--- config.mk ---
export PLATFORM = sky130hd
export DESIGN_NAME = tree_issue_select
export DESIGN_NICKNAME = d
export VERILOG_FILES = /design/src/rtl/tree_sel_pkg.sv /design/src/rtl/tree_sel_cell.sv /design/src/rtl/tree_sel_tree.sv /design/src/rtl/tree_sel_ctrl.sv /design/src/rtl/tree_sel_dp.sv /design/src/rtl/tree_issue_select.sv
export SDC_FILE = /design/constraint.sdc
export NUM_CORES = 1
export LEC_CHECK = 0
export BUFFER_PORTS_ARGS = -buffer_cell sky130_fd_sc_hd__buf_2
export CAP_MARGIN = 10
export CORE_MARGIN = 1
export CORE_UTILIZATION = 25
export CTS_BUF_LIST = sky130_fd_sc_hd__clkbuf_16
export DETAILED_ROUTE_END_ITERATION = 10
export GPL_TIMING_DRIVEN = 0
export PLACE_DENSITY = 0.53
export SLEW_MARGIN = 20
export SYNTH_ARGS = -nofsm -noshare
export SYNTH_HDL_FRONTEND = slang
export SYNTH_SLANG_ARGS = --single-unit
--- constraint.sdc ---
create_clock -name clk -period 0.8 [get_ports clk]
set_input_delay 0.16 -clock clk [delete_from_list [all_inputs] [get_ports clk]]
set_output_delay 0.16 -clock clk [all_outputs]
set_load 0.03 [all_outputs]
--- src/rtl/tree_sel_pkg.sv ---
package tree_sel_pkg;

  // Widest unit chain the strobe struct can carry.
  localparam int SEL_MAX_UNITS = 8;

  // Strobes from control to datapath.
  typedef struct packed {
    logic [SEL_MAX_UNITS-1:0] rootEn;   // root enable per select tree
    logic                     loadGrant; // capture new grants this edge
  } selStrobe_t;

  // Number of four-input levels needed to cover n entries.
  function automatic int selLevels(input int n);
    int lvl;
    int cap;
    lvl = 1;
    cap = 4;
    while (cap < n) begin
      cap = cap * 4;
      lvl = lvl + 1;
    end
    return lvl;
  endfunction

endpackage

--- src/rtl/tree_sel_cell.sv ---
// Four-input arbiter cell: lowest input wins, grants only when enabled.
module tree_sel_cell (
  input  logic [3:0] reqIn,
  input  logic       enIn,
  output logic [3:0] grantOut,
  output logic       anyOut
);

  always_comb begin
    logic seenLower;
    seenLower = 1'b0;
    for (int k = 0; k < 4; k++) begin
      grantOut[k] = enIn & reqIn[k] & ~seenLower;
      seenLower   = seenLower | reqIn[k];
    end
  end

  assign anyOut = |reqIn;

endmodule

--- src/rtl/tree_sel_tree.sv ---
// One select tree over the whole window: any-request flows up, enables flow down.
module tree_sel_tree #(
  parameter int NUM_ENTRIES = 16
) (
  input  logic [NUM_ENTRIES-1:0] reqIn,
  input  logic                   rootEn,
  output logic [NUM_ENTRIES-1:0] grantOut,
  output logic                   anyReq
);

  localparam int LEVELS = tree_sel_pkg::selLevels(NUM_ENTRIES);
  localparam int PAD    = 1 << (2 * LEVELS);
  localparam int LEAVES = PAD / 4;

  // anyLvl[0] is the padded request vector; anyLvl[l+1][j] is the any-request of node j at level l.
  // enLvl[LEVELS][0] is the root enable; enLvl[0] holds the leaf grants.
  logic [PAD-1:0] anyLvl [LEVELS+1];
  logic [PAD-1:0] enLvl  [LEVELS+1];

  assign anyLvl[0]     = PAD'(reqIn);
  assign enLvl[LEVELS] = PAD'(rootEn);

  for (genvar l = 0; l < LEVELS; l++) begin : g_lvl
    localparam int NODES = PAD >> (2 * (l + 1));
    if (LEAVES < PAD) begin : g_hi
      assign anyLvl[l+1][PAD-1:LEAVES] = '0;
    end
    for (genvar j = 0; j < LEAVES; j++) begin : g_node
      if (j < NODES) begin : g_cell
        tree_sel_cell u_cell (
          .reqIn   (anyLvl[l][4*j +: 4]),
          .enIn    (enLvl[l+1][j]),
          .grantOut(enLvl[l][4*j +: 4]),
          .anyOut  (anyLvl[l+1][j])
        );
      end else begin : g_none
        assign enLvl[l][4*j +: 4] = '0;
        assign anyLvl[l+1][j]     = 1'b0;
      end
    end
  end

  assign grantOut = enLvl[0][NUM_ENTRIES-1:0];
  assign anyReq   = anyLvl[LEVELS][0];

endmodule

--- src/rtl/tree_sel_ctrl.sv ---
// Control: turns unit availability into root enables and the grant load strobe.
module tree_sel_ctrl
  import tree_sel_pkg::*;
#(
  parameter int NUM_UNITS = 2
) (
  input  logic                 rstN,
  input  logic [NUM_UNITS-1:0] unitAvail,
  output selStrobe_t           strobe
);

  always_comb begin
    strobe           = '0;
    strobe.loadGrant = rstN;
    for (int u = 0; u < NUM_UNITS; u++) begin
      strobe.rootEn[u] = unitAvail[u];
    end
  end

endmodule

--- src/rtl/tree_sel_dp.sv ---
// Datapath: chained select trees with earlier winners masked, and the grant register.
module tree_sel_dp
  import tree_sel_pkg::*;
#(
  parameter int NUM_ENTRIES = 16,
  parameter int NUM_UNITS   = 2
) (
  input  logic                             clk,
  input  logic                             rstN,
  input  logic [NUM_ENTRIES-1:0]           reqVec,
  input  logic [NUM_UNITS-1:0]             unitAvail,
  input  selStrobe_t                       strobe,
  output logic [NUM_UNITS*NUM_ENTRIES-1:0] grantVec
);

  localparam int GW = NUM_UNITS * NUM_ENTRIES;

  // maskedReq[u] is what tree u sees: reqVec minus winners of trees 0..u-1.
  logic [NUM_ENTRIES-1:0] maskedReq [NUM_UNITS+1];
  logic [NUM_ENTRIES-1:0] treeGrant [NUM_UNITS];
  logic [NUM_UNITS-1:0]   treeAny;
  logic [GW-1:0]          grantNext;
  logic [GW-1:0]          grantQ;

  assign maskedReq[0] = reqVec;

  for (genvar u = 0; u < NUM_UNITS; u++) begin : g_unit
    tree_sel_tree #(.NUM_ENTRIES(NUM_ENTRIES)) u_tree (
      .reqIn   (maskedReq[u]),
      .rootEn  (strobe.rootEn[u]),
      .grantOut(treeGrant[u]),
      .anyReq  (treeAny[u])
    );
    assign maskedReq[u+1]                    = maskedReq[u] & ~treeGrant[u];
    assign grantNext[u*NUM_ENTRIES +: NUM_ENTRIES] = treeGrant[u];
  end

  always_ff @(posedge clk or negedge rstN) begin
    if (!rstN) begin
      grantQ <= '0;
    end else if (strobe.loadGrant) begin
      grantQ <= grantNext;
    end
  end

  assign grantVec = grantQ;

  // ---------------- assertions ----------------
  for (genvar u = 0; u < NUM_UNITS; u++) begin : g_chk
    // one-hot per unit
    assert_onehot_grant_R2: assert property (@(posedge clk) disable iff (!rstN)
      $onehot0(grantQ[u*NUM_ENTRIES +: NUM_ENTRIES]));

    // unavailable unit grants nothing
    assert_unavail_idle_R5: assert property (@(posedge clk) disable iff (!rstN)
      !$past(unitAvail[u]) |-> (grantQ[u*NUM_ENTRIES +: NUM_ENTRIES] == '0));

    // grant only to a requester
    assert_grant_requested_R8: assert property (@(posedge clk) disable iff (!rstN)
      (grantQ[u*NUM_ENTRIES +: NUM_ENTRIES] & ~$past(reqVec)) == '0);

    // no requests, no grant
    assert_no_req_no_grant_R6: assert property (@(posedge clk) disable iff (!rstN)
      ($past(reqVec) == '0) |-> (grantQ[u*NUM_ENTRIES +: NUM_ENTRIES] == '0));
  end

  // unit 0 winner has no lower-index requester
  assert_lowest_first_R3: assert property (@(posedge clk) disable iff (!rstN)
    (grantQ[NUM_ENTRIES-1:0] != '0) |->
      (($past(reqVec) & (grantQ[NUM_ENTRIES-1:0] - 1'b1)) == '0));

  // no entry granted twice
  always_comb begin
    logic [NUM_ENTRIES-1:0] seen;
    seen = '0;
    if (rstN) begin
      for (int u = 0; u < NUM_UNITS; u++) begin
        assert_no_double_grant_R7: assert ((seen & grantQ[u*NUM_ENTRIES +: NUM_ENTRIES]) == '0);
        seen = seen | grantQ[u*NUM_ENTRIES +: NUM_ENTRIES];
      end
    end
  end

  // Tree any-request must agree with the vector it was fed.
  for (genvar u = 0; u < NUM_UNITS; u++) begin : g_any
    assert_tree_any_R6: assert property (@(posedge clk) disable iff (!rstN)
      treeAny[u] == (maskedReq[u] != '0));
  end

endmodule

--- src/rtl/tree_issue_select.sv ---
// Thin top: control strobes into the chained-tree datapath.
module tree_issue_select
  import tree_sel_pkg::*;
#(
  parameter int NUM_ENTRIES = 16,
  parameter int NUM_UNITS   = 2
) (
  input  logic                             clk,
  input  logic                             rstN,
  input  logic [NUM_ENTRIES-1:0]           reqVec,
  input  logic [NUM_UNITS-1:0]             unitAvail,
  output logic [NUM_UNITS*NUM_ENTRIES-1:0] grantVec
);

  selStrobe_t strobe;

  tree_sel_ctrl #(.NUM_UNITS(NUM_UNITS)) u_ctrl (
    .rstN     (rstN),
    .unitAvail(unitAvail),
    .strobe   (strobe)
  );

  tree_sel_dp #(.NUM_ENTRIES(NUM_ENTRIES), .NUM_UNITS(NUM_UNITS)) u_dp (
    .clk      (clk),
    .rstN     (rstN),
    .reqVec   (reqVec),
    .unitAvail(unitAvail),
    .strobe   (strobe),
    .grantVec (grantVec)
  );

endmodule

Word level (Yosys, flattened, before mapping). Index checks and enable logic that the tools add are counted.

Bits of input ports: 20. Logic and storage cells: 131. ROM bits: 0. Flip-flop bits (word level): 32. Memories: 0. Output and inout bits: 32. Bits in latches: 0. Memory bits (writable): 0.

Shift-type cells: 0. Equal/unequal tests: 0. Add/subtract/negate cells: 0. Multiplexer cells: 0. Divide/modulo/power cells: 0. Magnitude comparators: 0. Bitwise logic cells: 122. Multiply operators: 0. Reductions and logical operators: 8.

Operators by type and width (number): bitwise AND 1 bit (70); OR reduction 4 bit (8); NOT 1 bit (30); bitwise OR 1 bit (20); bitwise AND 16 bit (1); NOT 16 bit (1).

Depth between registers and ports, before layout.
Word-level depth: 16. Gate-level depth with buffers: 7. Mapped depth without buffers: 5.

Modules after synthesis. From an unflattened synthesis, not the netlist that was laid out.

Cells, all modules: 164. Area, all modules: 2016.9 sq um.

Modules (own cells, without submodules): tree_sel_dp (area each 1445.1 sq um, cells each 84, instances 1); tree_sel_cell (area each 50.0 sq um, cells each 7, instances 10); tree_sel_ctrl (area each 71.3 sq um, cells each 10, instances 1).

Worst setup path after synthesis. No wires, ideal clock.

Path kind: input -> register. Start point: input reqVec[2]. End point: register u_dp.grantQ[26], in the netlist u_dp.grantVec[26]. Stages: 7. Path slack: -0.815 ns. Data arrival time: 1.520 ns. Data required time: 0.705 ns. Path through: buf_6 nor4_4 and4_2 clkbuf_1 xnor2_1 mux2i_1 o31ai_1.

Cells in the longest elaborated chain, start to end: 13. Elaborated cells between the ends (all ways): 43.

RTL lines: start: declaration (line tree_issue_select.sv:10) `input logic [NUM_ENTRIES-1:0] reqVec,`; OR reduction 4 bit (line tree_sel_cell.sv:18) `assign anyOut = |reqIn;`; bitwise OR 1 bit / NOT 1 bit (equally long branches) (line tree_sel_cell.sv:14, tree_sel_cell.sv:13); NOT 1 bit / bitwise AND 1 bit (equally long branches) (line tree_sel_cell.sv:13) `grantOut[k] = enIn & reqIn[k] & ~seenLower;`; bitwise AND 1 bit (2 in series) (line tree_sel_cell.sv:13); bitwise AND 1 bit / NOT 16 bit (equally long branches) (line tree_sel_cell.sv:13, tree_sel_dp.sv:34); NOT 16 bit / bitwise AND 16 bit (equally long branches) (line tree_sel_dp.sv:34) `assign maskedReq[u+1] = maskedReq[u] & ~treeGrant[u];`; bitwise AND 16 bit (*) (line tree_sel_dp.sv:34); OR reduction 4 bit / bitwise OR 1 bit (equally long branches) (line tree_sel_cell.sv:18, tree_sel_cell.sv:14); bitwise AND 1 bit / NOT 1 bit (equally long branches) (line tree_sel_cell.sv:13); bitwise AND 1 bit (2 in series) (line tree_sel_cell.sv:13); bitwise AND 1 bit (*) (line tree_sel_cell.sv:13); end signal: assignment (line tree_sel_dp.sv:42) `grantQ <= grantNext;`; end: declaration (line tree_sel_dp.sv:23) `logic [GW-1:0] grantQ;`.

Every way passes the cells marked *; elsewhere a longest branch is shown, timed or not. A chain may end at the register's enable or synchronous reset.

Worst setup path in the final report.
Start point: input reqVec[6]. End point: register u_dp.grantQ[31], in the netlist u_dp.grantVec[31].

Cells in the longest elaborated chain, start to end: 14. Elaborated cells between the ends (all ways): 47.

RTL lines: OR reduction 4 bit (line tree_sel_cell.sv:18); bitwise AND 1 bit / bitwise OR 1 bit (equally long branches) (line tree_sel_cell.sv:13, tree_sel_cell.sv:14); bitwise AND 1 bit (tied with other cells) (line tree_sel_cell.sv:13); bitwise AND 1 bit / NOT 1 bit (equally long branches) (line tree_sel_cell.sv:13); bitwise AND 1 bit (line tree_sel_cell.sv:13); NOT 16 bit / bitwise AND 1 bit (equally long branches) (line tree_sel_dp.sv:34, tree_sel_cell.sv:13); bitwise AND 16 bit (*) (line tree_sel_dp.sv:34); OR reduction 4 bit (tied with other cells) (line tree_sel_cell.sv:18); bitwise OR 1 bit (tied with other cells) (line tree_sel_cell.sv:14) `seenLower = seenLower | reqIn[k];`; bitwise OR 1 bit / OR reduction 4 bit (equally long branches) (line tree_sel_cell.sv:14, tree_sel_cell.sv:18); NOT 1 bit / bitwise AND 1 bit (equally long branches) (line tree_sel_cell.sv:13); bitwise AND 1 bit (2 in series) (line tree_sel_cell.sv:13); bitwise AND 1 bit (*) (line tree_sel_cell.sv:13).

Marks and branches as above.

==> flow_metrics.env <==
export IMPL_hp_class="in2async"
export IMPL_ys_types=47
export IMPL_post_place_cells=348
export IMPL_fin_area_um2=3558
export IMPL_layout_common_cells="51 x buf_4, 43 x buf_6, 32 x dfrtp_1"
export IMPL_n_antenna_cell=0
export IMPL_drc=0
export IMPL_critPathArrivalTime_ns=1.55
export IMPL_cts_sinks=32
export IMPL_largest_reg_flops=32
export IMPL_slew_violations=0
export IMPL_first_global_vias=2006
export IMPL_placed_area_um2=2330
export IMPL_yosysSeqAreaShare=0.4148
export IMPL_violations="negative setup slack"
export IMPL_drtAntennaViolNets=0
export IMPL_core_um2=7370
export IMPL_cts_tree="yes"
export IMPL_fp_dieArea_um2=8078
export IMPL_drt_total_wl_um=6409
export IMPL_cts_buffer_depth=2
export IMPL_place_congestion=0.8155
export IMPL_vias_per_cell=4.751
export IMPL_ys_ff_latch=32
export IMPL_layout_commonest_cell="buf_4"
export IMPL_cts_root_buf="clkbuf_16"
export IMPL_die_h_um=89.88
export IMPL_io_buffers=40
export IMPL_reg2reg_depth=4
export IMPL_setup_viol=56
export IMPL_synth_edf_count=0
export IMPL_worstPathRequired_ns=0.94
export IMPL_leakage_nw=1.587
export IMPL_max_freq_ghz=0.7131
export IMPL_nFillCells=694
export IMPL_crit_fanout=5
export IMPL_critPathCaptureType="flip-flop"
export IMPL_clkLatencyLatePin_ns=0.27
export IMPL_syn_nets=229
export IMPL_layout_nets=337
export IMPL_fin_util=0.4829
export IMPL_fin_crit_sh=1.753
export IMPL_yosys_most_used_dff="dfrtp_1"
export IMPL_ir_drop_v=0.001009
export IMPL_hold_ws_ns=0.06847
export IMPL_rsz0062_at_grt="true"
export IMPL_hold_viol_final=0
export IMPL_grt_overflow=0
export IMPL_drt_pre_antenna_iters=4
export IMPL_worst_pin_slew_ns=0.8102
export IMPL_yosysWarningCount=0
export IMPL_io_pins=52
export IMPL_synthToLayoutAreaGrowth_pct=84.32
export IMPL_regArea_um2=800.8
export IMPL_dr_total_vias=1981
export IMPL_r2r_start="u_dp.grantVec[21]$_DFFE_PN0P_"
export IMPL_outcome="complete, but fails checks"
export IMPL_syn_instance_count=209
export IMPL_fin_cells=417
export IMPL_hpwl_um=3756
export IMPL_grt_max_degree=17
export IMPL_grt_use_total=0.1619
export IMPL_rows=31
export IMPL_multiInputGateArea_um2=1240
export IMPL_wl_per_cell_um=15.37
export IMPL_period_needed_ns=1.402
export IMPL_relSlewSlack=0.4590
export IMPL_p_total_mw=4.396
export IMPL_r2r_slack_ns=-0.11
export IMPL_die_w_um=89.88
export IMPL_finClkSkew_ns=0
export IMPL_antenna_found_initial=0
export IMPL_cap_violations=0
export IMPL_clk_transition_reported_paths_ns=0.06
export IMPL_grt_pass1_wl_um=10380
export IMPL_p_per_area_nw_per_um2=1236
export IMPL_crit_path_start_kind="input pin"
export IMPL_worst_setup_path_type="in2reg"
export IMPL_drtIter0Drc=59
export IMPL_synth_avg_cell_area_um2=9.237
export IMPL_start_util=0.2620
export IMPL_h_tree_depth=2
export IMPL_drive_gt1_frac=0.5283
export IMPL_synth_async_sr_flop_share=1.000
export IMPL_numCtsBuffers=5
export IMPL_finalWorstSetupSlack_ns=-0.6024
export IMPL_synth_area_um2=1931
export IMPL_r2r_end="u_dp.grantVec[21]$_DFFE_PN0P_"
-- area by class of cell --
cell class | instances | share of cell area
Buffer | 19 | 0.05520
Clock buffer | 5 | 0.03516
Clock inverter | 3 | 0.003165
Inverter | 19 | 0.02145
Multi-Input combinational cell | 138 | 0.3485
Sequential cell | 32 | 0.2250
Tap cell | 99 | 0.03481
Timing Repair Buffer | 102 | 0.2767
-- layer usage --
metal | track usage | vias up | part of all wire
li1 | - | 974 | -
met1 | 0.2235 | 961 | 0.48
met2 | 0.2603 | 44 | 0.47
met3 | 0.03469 | 2 | 0.045
met4 | 0.03495 | 0 | 0.0047
met5 | 0 | - | 0
-- logic make-up after synthesis --
family          Yosys count  share of synthesized area
compound gates           50                     0.1990
xor+xnor                  6                    0.02722
fa+ha+maj                 2                    0.01102
buf+inv                  39                    0.08878
flops                    32                     0.4148
mux                       3                    0.01555
simple gates             77                     0.2437
-- cells in the mapped netlist (2+ instances only) --
cell type  instances  share of area
dfrtp_1           32           0.41
nand2_1           21          0.041
inv_1             18          0.035
nor2_1            14          0.027
clkbuf_1          12          0.023
o21ai_0           12          0.031
o2bb2ai_1         11          0.050
nand4_1            8          0.026
nand3_1            7          0.018
a21oi_1            6          0.016
buf_2              5          0.013
nand4b_1           5          0.023
nor3_1             5          0.013
o32ai_1            5          0.023
o31ai_1            4          0.016
xnor2_1            4          0.018
mux2i_1            3          0.016
buf_6              2          0.012
nand2b_1           2         0.0065
nand3b_1           2         0.0078
nor4_2             2          0.013
nor4_4             2          0.022
nor4b_1            2         0.0091
xor2_1             2         0.0091
-- worst max path at each step --
stage	endpoint	slack [ns]	startpoint
after floorplan	u_dp.grantVec[30]$_DFFE_PN0P_	-0.78	reqVec[2]
after global placement	u_dp.grantVec[8]$_DFFE_PN0P_	-1.15	rstN
after detailed placement	u_dp.grantVec[8]$_DFFE_PN0P_	-1.17	rstN
after CTS	u_dp.grantVec[30]$_DFFE_PN0P_	-0.58	reqVec[3]
after global routing	u_dp.grantVec[30]$_DFFE_PN0P_	-0.68	reqVec[3]
final	u_dp.grantVec[31]$_DFFE_PN0P_	-0.60	reqVec[6]
-- through the flow --
step                setup slack (ns)  setup TNS (ns)
detailed placement            -1.170          -32.32
CTS                          -0.5775          -17.05
finish                       -0.6024          -13.13
global placement              -1.147          -31.28
global route                 -0.6764          -15.50
floorplan                    -0.7850          -11.58
-- critical path, cell delays in order --
cell      delay, ns
buf_12         0.11
nor4_4         0.37
nand4b_1       0.16
buf_6          0.16
nor4b_2        0.15
o31ai_1        0.32
o32ai_2        0.12
-- where the power goes --
part	switching (mW)	leakage [nW]	total (mW)	internal (mW)
Combinational	0.501	1.07	0.901	0.400
Clock	0.708	0.0738	1.83	1.12
Sequential	0.0203	0.443	1.67	1.65
Total	1.23	1.59	4.40	3.17
-- repair_timing --
action,4_1_cts,5_1_grt
resized for setup,127,23
endpoints found under the setup margin,64,74
hold endpoints to repair,32,0
setup buffers,42,20
hold buffers,2,0
pin swaps,21,10
cloned,1,0
(Power assumes the default switching activity.)
